$ cat src/rtl/wt_voice_pkg.sv
package wt_voice_pkg;
    localparam int OFS_W   = 16;
    localparam int FRAC_W  = 12;
    localparam int DELTA_W = 16;
    localparam int BASE_W  = 30;
    localparam int FMT_W   = 4;
    localparam int POS_W   = OFS_W + FRAC_W;
    localparam int BPOS_W  = OFS_W + 2;

    typedef enum logic [2:0] {
        SEL_BASE  = 3'd0,
        SEL_OFS   = 3'd1,
        SEL_END   = 3'd2,
        SEL_DELTA = 3'd3,
        SEL_FMT   = 3'd4
    } cfg_sel_e;

    typedef struct packed {
        logic [BASE_W-1:0]  base;
        logic [OFS_W-1:0]   ofs;
        logic [OFS_W-1:0]   endo;
        logic [DELTA_W-1:0] delta;
        logic [FMT_W-1:0]   fmt;
    } voice_cfg_t;

    // frame size as a power of two: stereo and 16-bit each add one
    function automatic logic [1:0] frame_shift(input logic [FMT_W-1:0] fmt);
        return {1'b0, fmt[2]} + {1'b0, fmt[3]};
    endfunction

    function automatic logic upper_half(input logic [OFS_W-1:0] ofs,
                                        input logic [OFS_W-1:0] endo);
        logic [OFS_W:0] mid;
        mid = ({1'b0, endo} + (OFS_W+1)'(1)) >> 1;
        return {1'b0, ofs} >= mid;
    endfunction
endpackage

$ cat src/rtl/wt_voice_cfg.sv
module wt_voice_cfg
    import wt_voice_pkg::*;
#(
    parameter int DATA_W = 32
) (
    input  logic              clk,
    input  logic              rst,
    input  logic              we,
    input  logic [2:0]        sel,
    input  logic [DATA_W-1:0] wdata,
    output voice_cfg_t        staged
);
    logic unused_hi;
    assign unused_hi = ^wdata[DATA_W-1:BASE_W];

    always_ff @(posedge clk) begin
        if (rst) begin
            staged <= '0;
        end else if (we) begin
            case (cfg_sel_e'(sel))
                SEL_BASE:  staged.base  <= wdata[BASE_W-1:0];
                SEL_OFS:   staged.ofs   <= wdata[OFS_W-1:0];
                SEL_END:   staged.endo  <= wdata[OFS_W-1:0];
                SEL_DELTA: staged.delta <= wdata[DELTA_W-1:0];
                SEL_FMT:   staged.fmt   <= wdata[FMT_W-1:0];
                default:   ;
            endcase
        end
    end
endmodule

$ cat src/rtl/wt_voice_step.sv
module wt_voice_step
    import wt_voice_pkg::*;
(
    input  logic             clk,
    input  logic             rst,
    input  logic             start,
    input  logic             stop,
    input  logic             tick,
    input  voice_cfg_t       staged,
    output voice_cfg_t       active,
    output logic [OFS_W-1:0] offset,
    output logic             run,
    output logic             half,
    output logic             evt
);
    logic [FRAC_W-1:0] frac;
    logic [POS_W:0]    sum;
    logic [OFS_W:0]    sum_int;
    logic [OFS_W-1:0]  nxt_ofs;
    logic              nxt_half;
    logic              load_ok;

    assign load_ok = start && staged.fmt[0];

    always_comb begin
        sum      = {1'b0, offset, frac} + (POS_W+1)'(active.delta);
        sum_int  = sum[POS_W:FRAC_W];
        nxt_ofs  = (sum_int > {1'b0, active.endo}) ? '0 : sum_int[OFS_W-1:0];
        nxt_half = upper_half(nxt_ofs, active.endo);
    end

    always_ff @(posedge clk) begin
        if (rst) begin
            active <= '0;
            offset <= '0;
            frac   <= '0;
            run    <= 1'b0;
            half   <= 1'b0;
            evt    <= 1'b0;
        end else begin
            evt <= 1'b0;
            if (load_ok) begin
                active <= staged;
                offset <= staged.ofs;
                frac   <= '0;
                run    <= 1'b1;
                half   <= upper_half(staged.ofs, staged.endo);
            end else if (stop) begin
                run <= 1'b0;
            end else if (tick && run) begin
                offset <= nxt_ofs;
                frac   <= sum[FRAC_W-1:0];
                half   <= nxt_half;
                evt    <= nxt_half != half;
            end
        end
    end
endmodule

$ cat src/rtl/wt_voice_addr_gen.sv
module wt_voice_addr_gen
    import wt_voice_pkg::*;
#(
    parameter int ADDR_W = 32
) (
    input  logic [BASE_W-1:0] base,
    input  logic [FMT_W-1:0]  fmt,
    input  logic [OFS_W-1:0]  offset,
    output logic [BPOS_W-1:0] byte_pos,
    output logic [ADDR_W-1:0] addr
);
    logic [BASE_W-1:0] sum;
    logic              unused_fmt;

    assign unused_fmt = fmt[1] ^ fmt[0];
    assign byte_pos   = {2'b00, offset} << frame_shift(fmt);
    assign sum        = base + BASE_W'(byte_pos);

    generate
        if (ADDR_W > BASE_W) begin : g_wide
            assign addr = {{(ADDR_W-BASE_W){1'b0}}, sum};
        end else begin : g_narrow
            assign addr = sum[ADDR_W-1:0];
        end
    endgenerate
endmodule

$ cat src/rtl/wt_voice_addr.sv
module wt_voice_addr
    import wt_voice_pkg::*;
#(
    parameter int ADDR_W = 32,
    parameter int DATA_W = 32
) (
    input  logic              clk,
    input  logic              rst,
    input  logic              cfg_we,
    input  logic [2:0]        cfg_sel,
    input  logic [DATA_W-1:0] cfg_wdata,
    input  logic              start,
    input  logic              stop,
    input  logic              tick,
    output logic              running,
    output logic [OFS_W-1:0]  cur_offset,
    output logic [BPOS_W-1:0] byte_pos,
    output logic [ADDR_W-1:0] mem_addr,
    output logic              half_flag,
    output logic              addr_evt
);
    voice_cfg_t staged;
    voice_cfg_t active;

    wt_voice_cfg #(.DATA_W(DATA_W)) u_cfg (
        .clk    (clk),
        .rst    (rst),
        .we     (cfg_we),
        .sel    (cfg_sel),
        .wdata  (cfg_wdata),
        .staged (staged)
    );

    wt_voice_step u_step (
        .clk    (clk),
        .rst    (rst),
        .start  (start),
        .stop   (stop),
        .tick   (tick),
        .staged (staged),
        .active (active),
        .offset (cur_offset),
        .run    (running),
        .half   (half_flag),
        .evt    (addr_evt)
    );

    wt_voice_addr_gen #(.ADDR_W(ADDR_W)) u_addr (
        .base     (active.base),
        .fmt      (active.fmt),
        .offset   (cur_offset),
        .byte_pos (byte_pos),
        .addr     (mem_addr)
    );
endmodule

$ cat config.mk
export PLATFORM = sky130hd
export DESIGN_NAME = wt_voice_addr
export DESIGN_NICKNAME = d
export VERILOG_FILES = /design/src/rtl/wt_voice_pkg.sv /design/src/rtl/wt_voice_cfg.sv /design/src/rtl/wt_voice_step.sv /design/src/rtl/wt_voice_addr_gen.sv /design/src/rtl/wt_voice_addr.sv
export SDC_FILE = /design/constraint.sdc
export NUM_CORES = 1
export LEC_CHECK = 0
export CELL_PAD_IN_SITES_DETAIL_PLACEMENT = 0
export CELL_PAD_IN_SITES_GLOBAL_PLACEMENT = 1
export CORE_MARGIN = 2
export CORE_UTILIZATION = 40
export CTS_CLUSTER_DIAMETER = 40
export DETAILED_ROUTE_END_ITERATION = 12
export DONT_BUFFER_PORTS = 1
export HOLD_SLACK_MARGIN = 0.15
export PLACE_DENSITY = 0.79
export REMOVE_ABC_BUFFERS = 1
export SLEW_MARGIN = 15
export SYNTH_ARGS = -nofsm -noshare
export SYNTH_HDL_FRONTEND = slang
export SYNTH_SLANG_ARGS = --single-unit
$ cat constraint.sdc
create_clock -name clk -period 6.08 [get_ports clk]
set_input_delay 0.608 -clock clk [delete_from_list [all_inputs] [get_ports clk]]
set_output_delay 0.608 -clock clk [all_outputs]
set_load 0.01 [all_outputs]
# Yosys cells after proc, flatten, opt, wreduce, memory -nomap -nowiden
# Index checks and enable logic that the tools add are counted.
classes:
  eq_ne: 6
  shift: 1
  reduce_logical: 14
  mux: 9
  bitwise: 2
  magnitude_cmp: 3
  n_addsub: 5
op_table:
  columns: ["op", "count"]
  rows:
  - ["16-bit 2-to-1 mux", 4]
  - ["16-bit by 1-bit adder with 17-bit output, second input constant", 2]
  - ["16-bit >= comparator", 2]
  - ["30-bit by 18-bit adder with 30-bit output", 1]
  - ["28-bit by 16-bit adder with 29-bit output", 1]
  - ["16-bit by 2-bit << shifter with 18-bit output", 1]
  - ["17-bit by 16-bit > comparator with 1-bit output", 1]
  - ["2-bit AND reduction", 7]
  - ["3-bit by 2-bit equality test with 1-bit output, second input constant", 2]
  - ["1-bit 2-to-1 mux", 5]
  - ["2-bit nonzero test", 2]
  - ["4-bit OR reduction", 1]
  - ["3-bit by 1-bit equality test with 1-bit output, second input constant", 1]
  - ["3-bit equality test, second input constant", 1]
  - ["3-bit zero test", 1]
  - ["1-bit by 1-bit adder with 2-bit output", 1]
  - ["1-bit logical AND", 2]
  - ["2-bit by 1-bit inequality test with 1-bit output, second input constant", 1]
  - ["1-bit inverter", 2]
  - ["2-bit OR reduction", 1]
  - ["1-bit inequality test", 1]
totals:
  inputBits: 41
  output_inout_bits: 69
  register_bits: 179

# Depth between registers and ports, before layout
# Gate-level depths: netlist of the first run.
logic_depth:
  depth_word: 7
  mapped_depth: 26
  mapped_depth_nobuf: 25

# Cells and area by module
# A second synthesis of the first run with hierarchy kept.
unflattened:
  cells_unflattened: 1402
  hier_area_um2: 11843.9
by_module_without_submodules:
  columns: ["mod", "cells_each", "area_each_um2", "instances"]
  rows:
  - ["wt_voice_step", 884, 6786.5, 1]
  - ["wt_voice_cfg", 303, 3370.7, 1]
  - ["wt_voice_addr_gen", 215, 1686.6, 1]

# Least setup slack after synthesis of the first run
# Ideal clock, no wire load.
synth_timing:
  kind: "register -> register"
  start: "register u_step.active[4] (netlist name)"
  end: "register u_step.half"
  setup_ns: 0.120
  t_arrival_ns: 5.001
  path_stages_with_launch: 26
  synth_period_minus_slack_ns: 5.121
  path_slack_ns: 0.959
  cell_sequence: "dfxtp_1 -> ha_1 -> inv_1 -> fa_1 -> nor2b_1 -> o31a_1 -> o21ai_1 -> o211a_1 -> o21a_1 -> or2_2 -> ha_1 -> a21o_1 -> a21oi_1 -> o211ai_1 -> o31a_1 -> a21oi_1 -> clkbuf_1 -> nand3_1 -> ha_1 -> nand2b_1 -> a21o_1 -> a21oi_1 -> o211ai_1 -> a21oi_1 -> a311oi_1 -> o31a_1"
synth_between:
  elab_chain_len: 7
synth_rtl:
  columns: ["item", "line_no", "source"]
  rows:
  - ["28-bit by 16-bit adder with 29-bit output *", "wt_voice_step.sv:26", "sum = {1'b0, offset, frac} + (POS_W+1)'(active.delta);"]
  - ["17-bit by 16-bit > comparator with 1-bit output", "wt_voice_step.sv:28", "nxt_ofs = (sum_int > {1'b0, active.endo}) ? '0 : sum_int[OFS_W-1:0];"]
  - ["16-bit 2-to-1 mux *", "wt_voice_step.sv:28", null]
  - ["16-bit >= comparator *", "wt_voice_pkg.sv:35", "return {1'b0, ofs} >= mid;"]
  - ["1-bit 2-to-1 mux *", "wt_voice_step.sv:50", "end else if (tick && run) begin"]
  - ["1-bit 2-to-1 mux *", "wt_voice_step.sv:48", "end else if (stop) begin"]
  - ["1-bit 2-to-1 mux *", "wt_voice_step.sv:42", "if (load_ok) begin"]
  - ["end signal, assigned", "wt_voice_step.sv:47", "half <= upper_half(staged.ofs, staged.endo);"]
  - ["end signal, assigned", "wt_voice_step.sv:53", "half <= nxt_half;"]
  - ["end, declared", "wt_voice_step.sv:13", "output logic half,"]
# Mark *: on every way between the ends. The rest lies on a longest branch, timed or not. The select of a mux whose other input is x is not followed.
# A chain may end at the register's enable or synchronous reset.

# Worst setup path in the final report of the first run
layout_timing:
  start: "register u_step.active[4] (netlist name)"
  end: "register u_step.half"
layout_between:
  elab_chain_len: 7
layout_rtl:
  columns: ["item", "line_no"]
  rows:
  - ["28-bit by 16-bit adder with 29-bit output *", "wt_voice_step.sv:26"]
  - ["17-bit by 16-bit > comparator with 1-bit output", "wt_voice_step.sv:28"]
  - ["16-bit 2-to-1 mux *", "wt_voice_step.sv:28"]
  - ["16-bit >= comparator *", "wt_voice_pkg.sv:35"]
  - ["1-bit 2-to-1 mux *", "wt_voice_step.sv:50"]
  - ["1-bit 2-to-1 mux *", "wt_voice_step.sv:48"]
  - ["1-bit 2-to-1 mux *", "wt_voice_step.sv:42"]
# Marks and branches as above.

==> results of run 1 <==
-- per-layer routing --
metal,vias to the layer above,part of all wire [%]
met4,0,1.2
met2,204,46
met5,-,0
met1,4347,47
li1,4692,-
met3,21,6.2
-- final cells by class --
| type | instances | area, sq um | area share, % |
|---|---|---|---|
| repair buffers | 16 | 120.1 | 1.056 |
| inverters | 36 | 135.1 | 1.189 |
| clock inverters | 14 | 152.6 | 1.343 |
| well taps | 335 | 419.2 | 3.687 |
| multi-input cells | 1094 | 6580 | 57.87 |
| clock buffers | 18 | 439.2 | 3.863 |
| flip-flops and latches | 176 | 3523 | 30.99 |
-- kinds of logic (layout without fill, tap and decap cells) --
logic type | Yosys count | in the layout | synth area share, %
other | 1 | 2 | 0.03568
flip-flops | 176 | 176 | 33.52
XOR/XNOR | 70 | 70 | 5.833
multiplexers | 25 | 25 | 3.119
AND/OR/NAND/NOR | 563 | 563 | 23.28
AO/OA/AOI/OAI | 347 | 347 | 19.66
buffers and inverters | 110 | 84 | 4.047
adder cells (fa/ha/maj) | 87 | 87 | 10.50
-- power groups by stage --
stage | sequential (mW) | combinational [mW] | clock, mW
after floorplan | 1.20 | 0.0811 | 0
after global placement | 1.21 | 0.113 | 0
after detailed placement | 1.21 | 0.115 | 0
after CTS | 1.18 | 0.115 | 1.15
after global routing | 1.18 | 0.133 | 1.19
final | 1.18 | 0.117 | 1.13
-- worst max-delay path: stages (launching register included) --
cell	delay, ns
dfxtp_1	0.34
ha_1	0.19
inv_1	0.06
fa_1	0.40
nor2b_1	0.18
o31a_1	0.25
o21ai_1	0.19
o211a_1	0.35
o21a_1	0.22
or2_2	0.31
ha_1	0.30
a21o_1	0.18
a21oi_1	0.21
o211ai_1	0.12
o31a_1	0.39
a21oi_1	0.15
buf_4	0.21
nand3_1	0.10
ha_1	0.29
nand2b_1	0.14
a21o_1	0.18
a21oi_1	0.18
o211ai_1	0.16
a21oi_2	0.20
a311oi_1	0.11
o31a_1	0.14
-- flip-flops by register name, summed over array words and instances (netlist names) --
name / count
u_step.evt: 1
u_step.active: 64
u_step.run: 1
u_step.offset: 16
u_step.frac: 12
u_step.half: 1
u_cfg.staged: 81
-- cells in the final DEF, fill, tap and decap left out, types with 8 or more instances in the layout --
cell       Yosys  routed
a211oi_1      19      19
a21o_1        22      22
a21oi_1      212     211
a31oi_1        9       9
and2_1        13      12
and3_1        18      18
buf_4          3      16
clkbuf_16      0      17
dfxtp_1      176     176
ha_1          85      85
inv_1         36      36
mux2i_1       17      17
nand2_1      350     349
nand2b_1       8       8
nand3_1       51      51
nand4_1       14      14
nor2_1        56      56
nor2b_1       10      10
nor3_1        15      15
o21a_1        10      10
o21ai_0       27      27
or2_2          9       9
xnor2_1       39      39
xor2_1        31      31
-- what timing repair did --
| item | in CTS | in global routing |
|---|---|---|
| buffers inserted | 0 | 2 |
| setup endpoints to repair | 0 | 2 |
| gates resized for setup | 0 | 2 |
-- worst paths after layout --
kind | from | to | slack, ns | cells after the start
worst max-delay path | u_step.active[4]$_SDFFE_PP0P_ | u_step.half$_SDFFE_PP0P_ | 0.41 | 25
worst min-delay path | rst | u_cfg.staged[52]$_SDFFE_PP0P_ | 0.25 | 1
worst max register to register | u_step.active[4]$_SDFFE_PP0P_ | u_step.half$_SDFFE_PP0P_ | 0.41 | 25
worst min register to register | u_cfg.staged[3]$_SDFFE_PP0P_ | u_step.active[3]$_SDFFE_PP0P_ | 0.45 | 2
==> results.toml, run 1 <==
[setup_path]
end_kind = "register"
setup.worst_path.class = "reg -> reg"
cp.arrival_ns = 5.99
worstPathMaxFanout = 14
start_kind = "register"
worstPathRequired_ns = 6.40

[logic_synthesis]
synth_top_area_cell = "dfxtp_1"
yosys_warnings = 0
synth_area_leaders = "dfxtp_1 34%, nand2_1 12%, ha_1 10%"
ys_types = 61
yosysSeqAreaShare_pct = 33.52
yosysMostFrequentCell = "nand2_1"
synth_async_sr_flop_share_pct = 0
syn_inst = 1379
synth_commonest_cells = "350 x nand2_1, 212 x a21oi_1, 176 x dfxtp_1, 85 x ha_1, 66 x clkbuf_1"
synth.cell_area_sq_um = 10510
synth-seq-cells = 176
ys.flop_type = "dfxtp_1"
synth_edf_count = 0
synth_largest_type_area_fraction_pct = 33.52
avgSynthCellArea_sq_um = 7.622

[global_routing]
grt_pass1_wl_mm = 49.21
first_global_vias = 8892
busiest_layer = "met2"
grt_max_degree = 166
grt_use_total_pct = 22.25
antenna_found_initial = 0
met1_usage_pct = 30.32
grt_util_met2_pct = 35.96
grt_remaining_overflow = 0
globalRouteMet3Util_pct = 5.410

[clocking]
cts-htree-levels = 4
numCtsBuffers = 17
hold_buffers = 0
path_clk_slew_ns = 0.07
clk_latency_ns = 0.44
cts_tree = "yes"
cts-root-buf = "clkbuf_16"
clock-sinks = 176
clockBufferDepth = 2

[pwr]
p_leak_nw = 4.333
power_density_nw_per_um2 = 213.3
p_sw_mw = 0.5923
p_int_mw = 1.833
finalPower_mw = 2.426
p_comb_share_pct = 4.8
peakVddDrop_uv = 146.6
p_seq_share_pct = 48.7
clkPwrFrac_pct = 46.4
swShare_pct = 24.42

[placed_design]
port_buffers = 0
detailed_place_hpwl_mm = 21.86
place_ws_ns = 0.4668
gp_congestion = 0.8900
place_inst = 1655
placed_area_sq_um = 10750

[finish]
design_area_sq_um = 11370
area_delta_synth_final_pct = 8.166
drive_gt1_share_pct = 5.613
num-nets-final = 1469
diodes = 0
fillers = 2666
layoutNonFillerInstCount = 1689
final_util_pct = 43.88

[timing]
max-slew-margin-rel_pct = 44.19
tightest_slew_ns = 0.8347
post-route-period-util_pct = 93.26
rsz0062_at_grt = "no"
min_period_ns = 5.670
worst_slack_ns = 0.4098
setup_viol = 0
maxSlewViolCount = 0
fmax_mhz = 176.4
tns_ns = 0
timing.hold.ws_ns = 0.2509
hold_viol_final = 0
skew_ns = 0.01610

[floorplanning]
die_h_um = 166.1
initial_core_util_pct = 40.57
rows = 59
core_area_sq_um = 25910
pin_count = 110
die_x_um = 166.1
dieArea_sq_um = 27590

[hold_path]
hold_path.class = "in -> reg"

[status]
status = "finished, final reports clean"

[job]
cap_violations = 0

[route]
vias = 9264
first_iter_violations = 649
avgViaCountPerCell = 5.485
route.detailed.drc = 0
routed_wirelength_mm = 30.70
first_pass_iters = 5
wl_per_cell_um = 18.17
ant_nets = 0
Power figures use the tool's default switching activity.
==> inputs of run 2 (changes only) <==
--- a/config.mk
+++ b/config.mk
@@ -5,6 +5,7 @@
 export SDC_FILE = /design/constraint.sdc
 export NUM_CORES = 1
 export LEC_CHECK = 0
+export ABC_AREA = 1
 export CELL_PAD_IN_SITES_DETAIL_PLACEMENT = 0
 export CELL_PAD_IN_SITES_GLOBAL_PLACEMENT = 1
 export CORE_MARGIN = 2
@@ -13,7 +14,7 @@
 export DETAILED_ROUTE_END_ITERATION = 12
 export DONT_BUFFER_PORTS = 1
 export HOLD_SLACK_MARGIN = 0.15
-export PLACE_DENSITY = 0.79
+export PLACE_DENSITY = 0.81
 export REMOVE_ABC_BUFFERS = 1
 export SLEW_MARGIN = 15
 export SYNTH_ARGS = -nofsm -noshare
==> run 2 against run 1 <==
Compared with the run above: maximum frequency up 12%; global-route usage grew 1.6 points; clock skew barely moved; final cell count rose by 14%; via count rose by 11%; critical path depth is 10 higher; highest routed layer unchanged.
==> results.toml, run 2 <==
[status]
status = "finished, final reports clean"

[global_routing]
grt_util_met2_pct = 36.87
globalRouteMet3Util_pct = 5.191
grt_pass1_wl_mm = 53.27
antenna_found_initial = 2
busiest_layer = "met2"
first_global_vias = 9364
grt_remaining_overflow = 0
grt_max_degree = 93
grt_use_total_pct = 23.90
met1_usage_pct = 34.17

[floorplanning]
initial_core_util_pct = 40.61
die_x_um = 168.9
dieArea_sq_um = 28540
rows = 60
die_h_um = 168.9
pin_count = 110
core_area_sq_um = 26800

[clocking]
clock-sinks = 176
clk_latency_ns = 0.44
cts-htree-levels = 4
clockBufferDepth = 2
cts_tree = "yes"
cts_resized = 0
path_clk_slew_ns = 0.08
numCtsBuffers = 17
hold_buffers = 0
cts-root-buf = "clkbuf_16"
cts_setup_buffers = 0

[setup_path]
worstPathRequired_ns = 6.47
rr_worst_depth = 35
startpoint = "u_step.frac[0]$_SDFFE_PP0P_"
worstPathMaxFanout = 15
cp.arrival_ns = 5.44
cp_common_cell = "nand2_1"
setup.worst_path.class = "reg -> reg"
worstSetupEndpoint = "u_step.half$_SDFFE_PP0P_"
critPathMaxStageDelay_ns = 0.40
end_kind = "register"
crit_path_top_delay_cell = "fa_1"
rr_endpoint = "u_step.half$_SDFFE_PP0P_"
reg2reg_from = "u_step.frac[0]$_SDFFE_PP0P_"
r2r_setup_slack_ns = 1.03
start_kind = "register"

[placed_design]
detailed_place_hpwl_mm = 25.99
gp_congestion = 0.9257
port_buffers = 0
place_inst = 1897
place_ws_ns = 1.099
placed_area_sq_um = 11130

[finish]
largest_registers = "u_cfg.staged: 81 flops, u_step.active: 64 flops, u_step.offset: 16 flops"
layout_commonest_cell = "nand2_1"
largest_register_ffs = 81
num-nets-final = 1703
layoutNonFillerInstCount = 1929
drive_gt1_share_pct = 3.904
final_cell_mix = "263 x nand2_1, 226 x nor2_1, 214 x o21ai_0, 181 x inv_1, 176 x dfxtp_1"
final_util_pct = 43.75
area_delta_synth_final_pct = 7.748
largest_register = "u_cfg.staged"
diodes = 0
design_area_sq_um = 11730

[logic_synthesis]
synth_area_leaders = "dfxtp_1 32%, o21ai_0 9.8%, ha_1 9.8%"
synth_async_sr_flop_share_pct = 0
synth_top_area_cell = "dfxtp_1"
avgSynthCellArea_sq_um = 6.760
synth_edf_count = 0
synth_commonest_cells = "263 x nand2_1, 228 x nor2_1, 214 x o21ai_0, 182 x inv_1, 176 x dfxtp_1"
ys_types = 44
yosysSeqAreaShare_pct = 32.38
synth.cell_area_sq_um = 10880
synth-seq-cells = 176
yosysMostFrequentCell = "nand2_1"
yosys_warnings = 0
synth_largest_type_area_fraction_pct = 32.38
ys.flop_type = "dfxtp_1"
syn_inst = 1610

[pwr]
peakVddDrop_uv = 197.3
p_leak_nw = 5.151
power_density_nw_per_um2 = 218.5
finalPower_mw = 2.563

[timing]
skew_ns = 0.01570
fmax_mhz = 198.1
hold_viol_final = 0
worst_slack_ns = 1.031
tightest_slew_ns = 1.005
maxSlewViolCount = 0
rsz0062_at_grt = "no"
tns_ns = 0
setup_viol = 0
post-route-period-util_pct = 83.04
min_period_ns = 5.049
timing.hold.ws_ns = 0.2306
max-slew-margin-rel_pct = 32.91

[route]
avgViaCountPerCell = 5.310
ant_nets = 0
wl_per_cell_um = 17.47
first_iter_violations = 825
route.detailed.drc = 0
routed_wirelength_mm = 33.70
vias = 10240
first_pass_iters = 5

[job]
cap_violations = 0

[hold_path]
hold_path.class = "in -> reg"
hold_depth = 1
[run 2: cell types whose count changed in the layout (fill, tap and decap cells not counted), sizes merged, moves of 13 or more]
cell | before | now
nand4 | 14 | 34
inv | 42 | 188
o22ai | 3 | 16
and3 | 19 | 3
a21o | 23 | 5
mux2i | 17 | 0
a21oi | 212 | 168
xnor2 | 39 | 13
nor2 | 56 | 231
a211oi | 20 | 1
xor2 | 31 | 47
o21ai | 28 | 217
nand2 | 350 | 267
[run 2: per-layer routing]
| metal | share of wire (%) | up-vias |
|---|---|---|
| met4 | 1.4 | 0 |
| met3 | 6.5 | 24 |
| met1 | 49 | 4723 |
| met5 | 0 | - |
| met2 | 43 | 242 |
| li1 | - | 5254 |
[run 2: worst min-delay path by stage]
stage	startpoint	slack, ns	endpoint
6_report	rst	0.23	u_step.run$_SDFFE_PP0P_
5_1_grt	rst	0.22	u_step.offset[2]$_SDFFE_PP0P_
4_1_cts	rst	0.22	u_step.offset[2]$_SDFFE_PP0P_
3_5_place_dp	u_cfg.staged[5]$_SDFFE_PP0P_	0.44	u_cfg.staged[5]$_SDFFE_PP0P_
3_3_place_gp	u_cfg.staged[5]$_SDFFE_PP0P_	0.43	u_cfg.staged[5]$_SDFFE_PP0P_
2_1_floorplan	u_cfg.staged[5]$_SDFFE_PP0P_	0.42	u_cfg.staged[5]$_SDFFE_PP0P_
[run 2: cell type report]
type | instances | area, sq um
clock inverters | 15 | 172.7
repair buffers | 9 | 67.56
multi-input cells | 1187 | 6419
inverters | 184 | 691.9
well taps | 341 | 426.7
fillers | 2838 | 15070
flip-flops and latches | 176 | 3523
clock buffers | 17 | 425.4
[run 2: kinds of logic after synthesis]
group	synth area share, %
simple gates	23.95
fa+ha+maj	10.14
other cells	0.03446
buf+inv	8.772
xor+xnor	4.829
flops	32.38
compound gates	19.90
[run 2: where the power goes]
part | internal (mW) | switching (mW) | total, mW
Sequential | 1.18 | 0.0219 | 1.20
Combinational | 0.0664 | 0.152 | 0.218
Clock | 0.555 | 0.585 | 1.14
[run 2: worst max-delay path: cells and delay by family (launching register included)]
family / cells / cell delay [ns]
fa+ha+maj: 4 / 1.19
buf+inv: 3 / 0.18
simple gates: 28 / 3.29
flops: 1 / 0.34
